### src/rtl/wdt_pkg.sv
package wdt_pkg;

  localparam int BUS_AW = 5;

  // word index = byte address [4:2]
  typedef enum logic [2:0] {
    IDX_RESTART = 3'd1,
    IDX_ENABLE  = 3'd2,
    IDX_STATUS  = 3'd3,
    IDX_BARK    = 3'd4,
    IDX_BITE    = 3'd5
  } wdt_idx_e;

  function automatic logic [31:0] clamp_time(input logic [31:0] req,
                                             input logic [31:0] maxv);
    return (req > maxv) ? maxv : req;
  endfunction

  function automatic logic reached(input logic [31:0] cnt,
                                   input logic [31:0] thr);
    return cnt >= thr;
  endfunction

endpackage

### src/rtl/wdt_regs.sv
module wdt_regs
  import wdt_pkg::*;
#(
  parameter int unsigned MAX_TICKS = 32'h1000_0000,
  parameter int CNT_W = 29
) (
  input  logic              clk,
  input  logic              rst_n,
  input  logic              bus_sel,
  input  logic              bus_wr,
  input  logic [BUS_AW-1:0] bus_addr,
  input  logic [31:0]       bus_wdata,
  input  logic              status_i,
  output logic              en_o,
  output logic              en_clear_o,
  output logic              restart_o,
  output logic [CNT_W-1:0]  bark_thr_o,
  output logic [CNT_W-1:0]  bite_thr_o,
  output logic [31:0]       bus_rdata
);
  localparam int PAD = 32 - CNT_W;
  localparam logic [31:0] MAXV = 32'(MAX_TICKS);

  logic        aligned;
  logic [2:0]  widx;
  logic        wr_hit;
  logic [31:0] wr_clamped;
  logic        en_q;
  logic [CNT_W-1:0] bark_q, bite_q;

  assign aligned    = (bus_addr[1:0] == 2'b00);
  assign widx       = bus_addr[4:2];
  assign wr_hit     = bus_sel && bus_wr && aligned;
  assign wr_clamped = clamp_time(bus_wdata, MAXV);

  assign restart_o  = wr_hit && (widx == IDX_RESTART) && bus_wdata[0];
  assign en_clear_o = wr_hit && (widx == IDX_ENABLE) && !bus_wdata[0];

  always_ff @(posedge clk or negedge rst_n) begin
    if (!rst_n) begin
      en_q   <= 1'b0;
      bark_q <= MAXV[CNT_W-1:0];
      bite_q <= MAXV[CNT_W-1:0];
    end else if (wr_hit) begin
      case (widx)
        IDX_ENABLE: en_q   <= bus_wdata[0];
        IDX_BARK:   bark_q <= wr_clamped[CNT_W-1:0];
        IDX_BITE:   bite_q <= wr_clamped[CNT_W-1:0];
        default: ;
      endcase
    end
  end

  always_comb begin
    bus_rdata = 32'd0;
    if (aligned) begin
      case (widx)
        IDX_ENABLE: bus_rdata = {31'd0, en_q};
        IDX_STATUS: bus_rdata = {31'd0, status_i};
        IDX_BARK:   bus_rdata = {{PAD{1'b0}}, bark_q};
        IDX_BITE:   bus_rdata = {{PAD{1'b0}}, bite_q};
        default:    bus_rdata = 32'd0;
      endcase
    end
  end

  assign en_o       = en_q;
  assign bark_thr_o = bark_q;
  assign bite_thr_o = bite_q;

endmodule

### src/rtl/wdt_core.sv
module wdt_core
  import wdt_pkg::*;
#(
  parameter int CNT_W = 29
) (
  input  logic             clk,
  input  logic             rst_n,
  input  logic             en,
  input  logic             en_clear,
  input  logic             restart,
  input  logic             ref_tick,
  input  logic [CNT_W-1:0] bark_thr,
  input  logic [CNT_W-1:0] bite_thr,
  output logic [CNT_W-1:0] count_o,
  output logic             bark_irq_o,
  output logic             bite_fire_o
);
  localparam int PAD = 32 - CNT_W;

  logic [CNT_W-1:0] count_q;
  logic             irq_q;
  logic             bitten_q;
  logic             at_bark, at_bite, advance;

  assign at_bark = reached({{PAD{1'b0}}, count_q}, {{PAD{1'b0}}, bark_thr});
  assign at_bite = reached({{PAD{1'b0}}, count_q}, {{PAD{1'b0}}, bite_thr});
  assign advance = en && ref_tick && !at_bite;
  assign bite_fire_o = en && at_bite && !bitten_q && !restart;

  always_ff @(posedge clk or negedge rst_n) begin
    if (!rst_n) begin
      count_q  <= '0;
      irq_q    <= 1'b0;
      bitten_q <= 1'b0;
    end else begin
      if (restart) begin
        count_q  <= '0;
        bitten_q <= 1'b0;
      end else begin
        if (advance) count_q <= count_q + 1'b1;
        if (bite_fire_o) bitten_q <= 1'b1;
      end
      if (restart || en_clear || !en) irq_q <= 1'b0;
      else if (at_bark)                irq_q <= 1'b1;
    end
  end

  assign count_o    = count_q;
  assign bark_irq_o = irq_q;

endmodule

### src/rtl/wdt_bite.sv
module wdt_bite #(
  parameter int BITE_LEN = 4
) (
  input  logic clk,
  input  logic rst_n,
  input  logic por_n,
  input  logic fire,
  output logic bite_req_o,
  output logic status_o
);
  localparam int PW = $clog2(BITE_LEN + 1);
  localparam logic [PW-1:0] LEN = PW'(BITE_LEN);

  logic [PW-1:0] left_q;
  logic          status_q;

  always_ff @(posedge clk or negedge rst_n) begin
    if (!rst_n)                left_q <= '0;
    else if (fire)             left_q <= LEN;
    else if (left_q != '0)     left_q <= left_q - 1'b1;
  end

  always_ff @(posedge clk or negedge por_n) begin
    if (!por_n)    status_q <= 1'b0;
    else if (fire) status_q <= 1'b1;
  end

  assign bite_req_o = (left_q != '0);
  assign status_o   = status_q;

endmodule

### src/rtl/wdt_bark_bite.sv
module wdt_bark_bite
  import wdt_pkg::*;
#(
  parameter int unsigned MAX_TICKS = 32'h1000_0000,
  parameter int BITE_LEN = 4
) (
  input  logic              clk,
  input  logic              rst_n,
  input  logic              por_n,
  input  logic              ref_tick,
  input  logic              bus_sel,
  input  logic              bus_wr,
  input  logic [BUS_AW-1:0] bus_addr,
  input  logic [31:0]       bus_wdata,
  output logic [31:0]       bus_rdata,
  output logic              bark_irq,
  output logic              bite_req
);
  localparam int CNT_W = $clog2(MAX_TICKS + 1);

  logic             rst_all_n;
  logic             en_q, en_clear, restart_hit, bite_fire, wd_status;
  logic [CNT_W-1:0] bark_thr, bite_thr, count_q;

  assign rst_all_n = rst_n && por_n;

  wdt_regs #(.MAX_TICKS(MAX_TICKS), .CNT_W(CNT_W)) u_regs (
    .clk(clk), .rst_n(rst_all_n), .bus_sel(bus_sel), .bus_wr(bus_wr),
    .bus_addr(bus_addr), .bus_wdata(bus_wdata), .status_i(wd_status),
    .en_o(en_q), .en_clear_o(en_clear), .restart_o(restart_hit),
    .bark_thr_o(bark_thr), .bite_thr_o(bite_thr), .bus_rdata(bus_rdata)
  );

  wdt_core #(.CNT_W(CNT_W)) u_core (
    .clk(clk), .rst_n(rst_all_n), .en(en_q), .en_clear(en_clear),
    .restart(restart_hit), .ref_tick(ref_tick), .bark_thr(bark_thr),
    .bite_thr(bite_thr), .count_o(count_q), .bark_irq_o(bark_irq),
    .bite_fire_o(bite_fire)
  );

  wdt_bite #(.BITE_LEN(BITE_LEN)) u_bite (
    .clk(clk), .rst_n(rst_all_n), .por_n(por_n), .fire(bite_fire),
    .bite_req_o(bite_req), .status_o(wd_status)
  );

endmodule

### config.mk
export PLATFORM = sky130hd
export DESIGN_NAME = wdt_bark_bite
export DESIGN_NICKNAME = d
export VERILOG_FILES = /design/src/rtl/wdt_pkg.sv /design/src/rtl/wdt_regs.sv /design/src/rtl/wdt_core.sv /design/src/rtl/wdt_bite.sv /design/src/rtl/wdt_bark_bite.sv
export SDC_FILE = /design/constraint.sdc
export NUM_CORES = 1
export LEC_CHECK = 0
export ABC_AREA = 1
export CORE_ASPECT_RATIO = 0.8
export CORE_MARGIN = 2
export CORE_UTILIZATION = 50
export CTS_BUF_LIST = sky130_fd_sc_hd__clkbuf_4 sky130_fd_sc_hd__clkbuf_8
export CTS_CLUSTER_DIAMETER = 120
export DETAILED_ROUTE_END_ITERATION = 8
export DONT_BUFFER_PORTS = 1
export GPL_TIMING_DRIVEN = 0
export PLACE_DENSITY = 0.68
export SLEW_MARGIN = 5
export SYNTH_ARGS = -nofsm -noshare
export SYNTH_HDL_FRONTEND = slang
export SYNTH_SLANG_ARGS = --single-unit
### constraint.sdc
create_clock -name clk -period 2.6 [get_ports clk]
set_clock_uncertainty 0.2 [all_clocks]
set_input_delay 0.13 -clock clk [delete_from_list [all_inputs] [get_ports clk]]
set_output_delay 0.13 -clock clk [all_outputs]
set_load 0.03 [all_outputs]
==> impl_metrics.tcl <==
set metrics [dict create \
    outcome "finished clean" \
    vias 6644 \
    hpwl_um 15400 \
    crit_family "simple AND/OR/NAND/NOR gates" \
    critPathSlowestCell "dfstp_2" \
    hp-class "input pin to flop" \
    max_freq_mhz 404 \
    area_growth_pct 13.3 \
    place_area_sq_mm 0.00727 \
    synth_cell_types 37 \
    grt_pass1_wl_um 32300 \
    arrival_ns 2.55 \
    fin_tns_setup_ns 0 \
    synthArstFlopShare 1.00 \
    relSlewSlack 0.416 \
    drive_above_1_share 0.0813 \
    cts_buffer_depth 2 \
    powerDensity_mw_per_mm2 504 \
    cp_max_fo 10 \
    clkTransAtPathRegs_ns 0.10 \
    initial_core_util 0.514 \
    rsz0062_at_grt "false" \
    grt_pass1_vias 6238 \
    track_usage 0.283 \
    cp.required_ns 2.68 \
    mostFrequentLayoutCell "nand2_1" \
    crit_top_cell "nand2_1" \
    die_h_um 110 \
    setup_viol 0 \
    clock-root-buffer "clkbuf_8" \
    period_needed_ns 2.48 \
    ant_nets 0 \
    synthesis.area_sq_mm 0.00700 \
    dp_slack_ns 0.00775 \
    switchingPower_uw 1440 \
    end_kind "flop" \
    core-area_sq_mm 0.0136 \
    grt_overflow 0 \
    die-area_sq_mm 0.0150 \
    fillers 1339 \
    row_count 38 \
    synth_seq_area_share 0.337 \
    numCtsBuffers 9 \
    netlist_instances 1023 \
    cts_tree "built" \
    drc 0 \
    start_kind "flop" \
    combPwrFrac 0.289 \
    cts.sinks 94 \
    critPathKind "flop to flop" \
    clkPwrFrac 0.280 \
    final_cell_mix "358 x nand2_1, 123 x inv_1, 92 x dfrtp_1" \
    p_sw_frac 0.361 \
    ys_seq_elements 94 \
    antenna_found_initial 0 \
    drt_iter0_drc 540 \
    firstDrtPassIters 5 \
    ys_warn_count 0 \
    timing.final.ws_setup_ns 0.123 \
    finalMaxSlewViolations 0 \
    syn_area_per_cell_sq_um 6.84 \
    vdd_drop_max_mv 0.421 \
    portBuffers 0 \
    viasPerCell 5.26 \
    ios 77 \
    finalWeightedCongestion 0.927 \
    route.detailed.wl_per_inst_um 15.8 \
    hold_violations 0 \
    drv_cap 0 \
    num_antenna_cells 0 \
    leakagePower_uw 0.00370 \
    htree_num_levels 3 \
    sequentialPowerShare 0.432 \
    wl_um 19900 \
    critPathBufInv 3 \
    die_x_um 136 \
    p_int_uw 2550 \
    path_cells "inv_2 > ha_4 > nand2_2 > nor2_4 > nand4_1 > nor3_2 > nand2_1 > nand3_2 > nand2_1 > buf_6 > buf_6 > nand2_1 > nand2_1" \
    critPathMaxStageDelay_ns 0.55 \
    synthFlopType "dfrtp_1" \
    design_area_sq_mm 0.00792 \
    fin_crit_sh 0.953 \
    clock_latency_ns 0.39 \
    grt_max_degree 41 \
    synth-edff-count 0 \
    tightestPinTransition_ns 0.865 \
    layout.nets 1182 \
]
[synth_stat cells, types with 13 or more instances]
| master | number | area share |
|---|---|---|
| nor2_1 | 79 | 0.042 |
| ha_1 | 61 | 0.11 |
| dfrtp_1 | 92 | 0.33 |
| nand4_1 | 14 | 0.013 |
| a21oi_1 | 55 | 0.039 |
| o21ai_0 | 20 | 0.014 |
| clkbuf_1 | 18 | 0.0097 |
| nand3_1 | 51 | 0.036 |
| nand2_1 | 359 | 0.19 |
| nand2_2 | 21 | 0.019 |
| nor3_1 | 17 | 0.012 |
| inv_1 | 125 | 0.067 |
| o21ai_1 | 32 | 0.023 |
| xor2_1 | 13 | 0.016 |
[sequential cells by signal, indices dropped and copies added (netlist names)]
signal	cells
u_core.count_o	29
u_regs.bark_thr_o	29
u_regs.bite_thr_o	29
u_bite.left_q	3
u_bite.status_o	1
u_core.bark_irq_o	1
u_core.bitten_q	1
u_regs.en_o	1
[cell type report]
class                           instances  area, sq um  area share
Inverter                              128          484      0.0611
Sequential cell                        94         2350       0.297
Clock buffer                           10          131      0.0166
Multi-Input combinational cell        765         3970       0.501
Clock inverter                          6         86.3      0.0109
Tap cell                              180          225      0.0284
Buffer                                 38          226      0.0286
Timing Repair Buffer                   42          443      0.0559
[worst min-delay path, stage by stage]
cell     delay [ns]
nand2_1        0.04
inv_1          0.04
nand3_2        0.09
buf_6          0.15
nand3_1        0.07
nand2_1        0.06
[power groups by stage]
| stage | clock, uW | combinational [uW] | sequential (uW) |
|---|---|---|---|
| 2_1_floorplan | 0 | 814 | 1690 |
| 3_3_place_gp | 0 | 1040 | 1750 |
| 3_5_place_dp | 0 | 1070 | 1750 |
| 4_1_cts | 1130 | 1120 | 1720 |
| 5_1_grt | 1190 | 1300 | 1740 |
| 6_report | 1120 | 1150 | 1720 |
[what timing repair did]
action / in CTS / in global routing
resized for setup: 1 / 6
hold buffers: 36 / 0
setup buffers: 0 / 4
pin swaps: 1 / 5
setup endpoints to repair: 9 / 24
endpoints found under the hold margin: 114 / 0
[per-stage QoR]
| step | total power [uW] | utilization | instances | hold WS, ns |
|---|---|---|---|---|
| floorplan | 2500 | - | 1025 | -0.366 |
| global placement | 2780 | 0.532 | 1205 | -0.366 |
| detailed placement | 2820 | 0.535 | 1207 | -0.366 |
| CTS | 3970 | 0.578 | 1259 | 0.0392 |
| global route | 4230 | 0.583 | 1263 | 0.0649 |
| finish | 3990 | 0.583 | 1263 | 0.0336 |
[cell families after synthesis]
| group | share of synthesized area |
|---|---|
| and+or+nand+nor | 0.337 |
| xor gates and xnor gates | 0.0225 |
| buffers and inverters | 0.101 |
| other | 0.000536 |
| DFF | 0.337 |
| AOI/OAI and AO/OA | 0.0939 |
| adders and majority gates | 0.109 |
[layer usage]
layer  up-vias  track usage  routed length (um)
met3        13       0.0636                1390
met1      3069        0.413                9770
li1       3348            -                   -
met4         0       0.0573                 186
met2       214        0.432                8580
met5         -            0                   0
[worst paths after layout]
path                                             from                     to  slack (ns)  depth (start not counted)
worst max-delay path            u_regs.bite_thr_o[28]     u_core.count_o[20]        0.12                         13
worst min-delay path                         ref_tick      u_core.count_o[7]        0.03                          6
worst max register to register  u_regs.bite_thr_o[28]     u_core.count_o[20]        0.12                         13
worst min register to register  u_regs.bark_thr_o[27]  u_regs.bark_thr_o[27]        0.32                          2
max in group asynchronous                       por_n  u_regs.bark_thr_o[28]        0.63                          6
min in group asynchronous                       rst_n       u_bite.left_q[2]        0.12                          3
No activity file was read; power rests on OpenSTA's default activity.
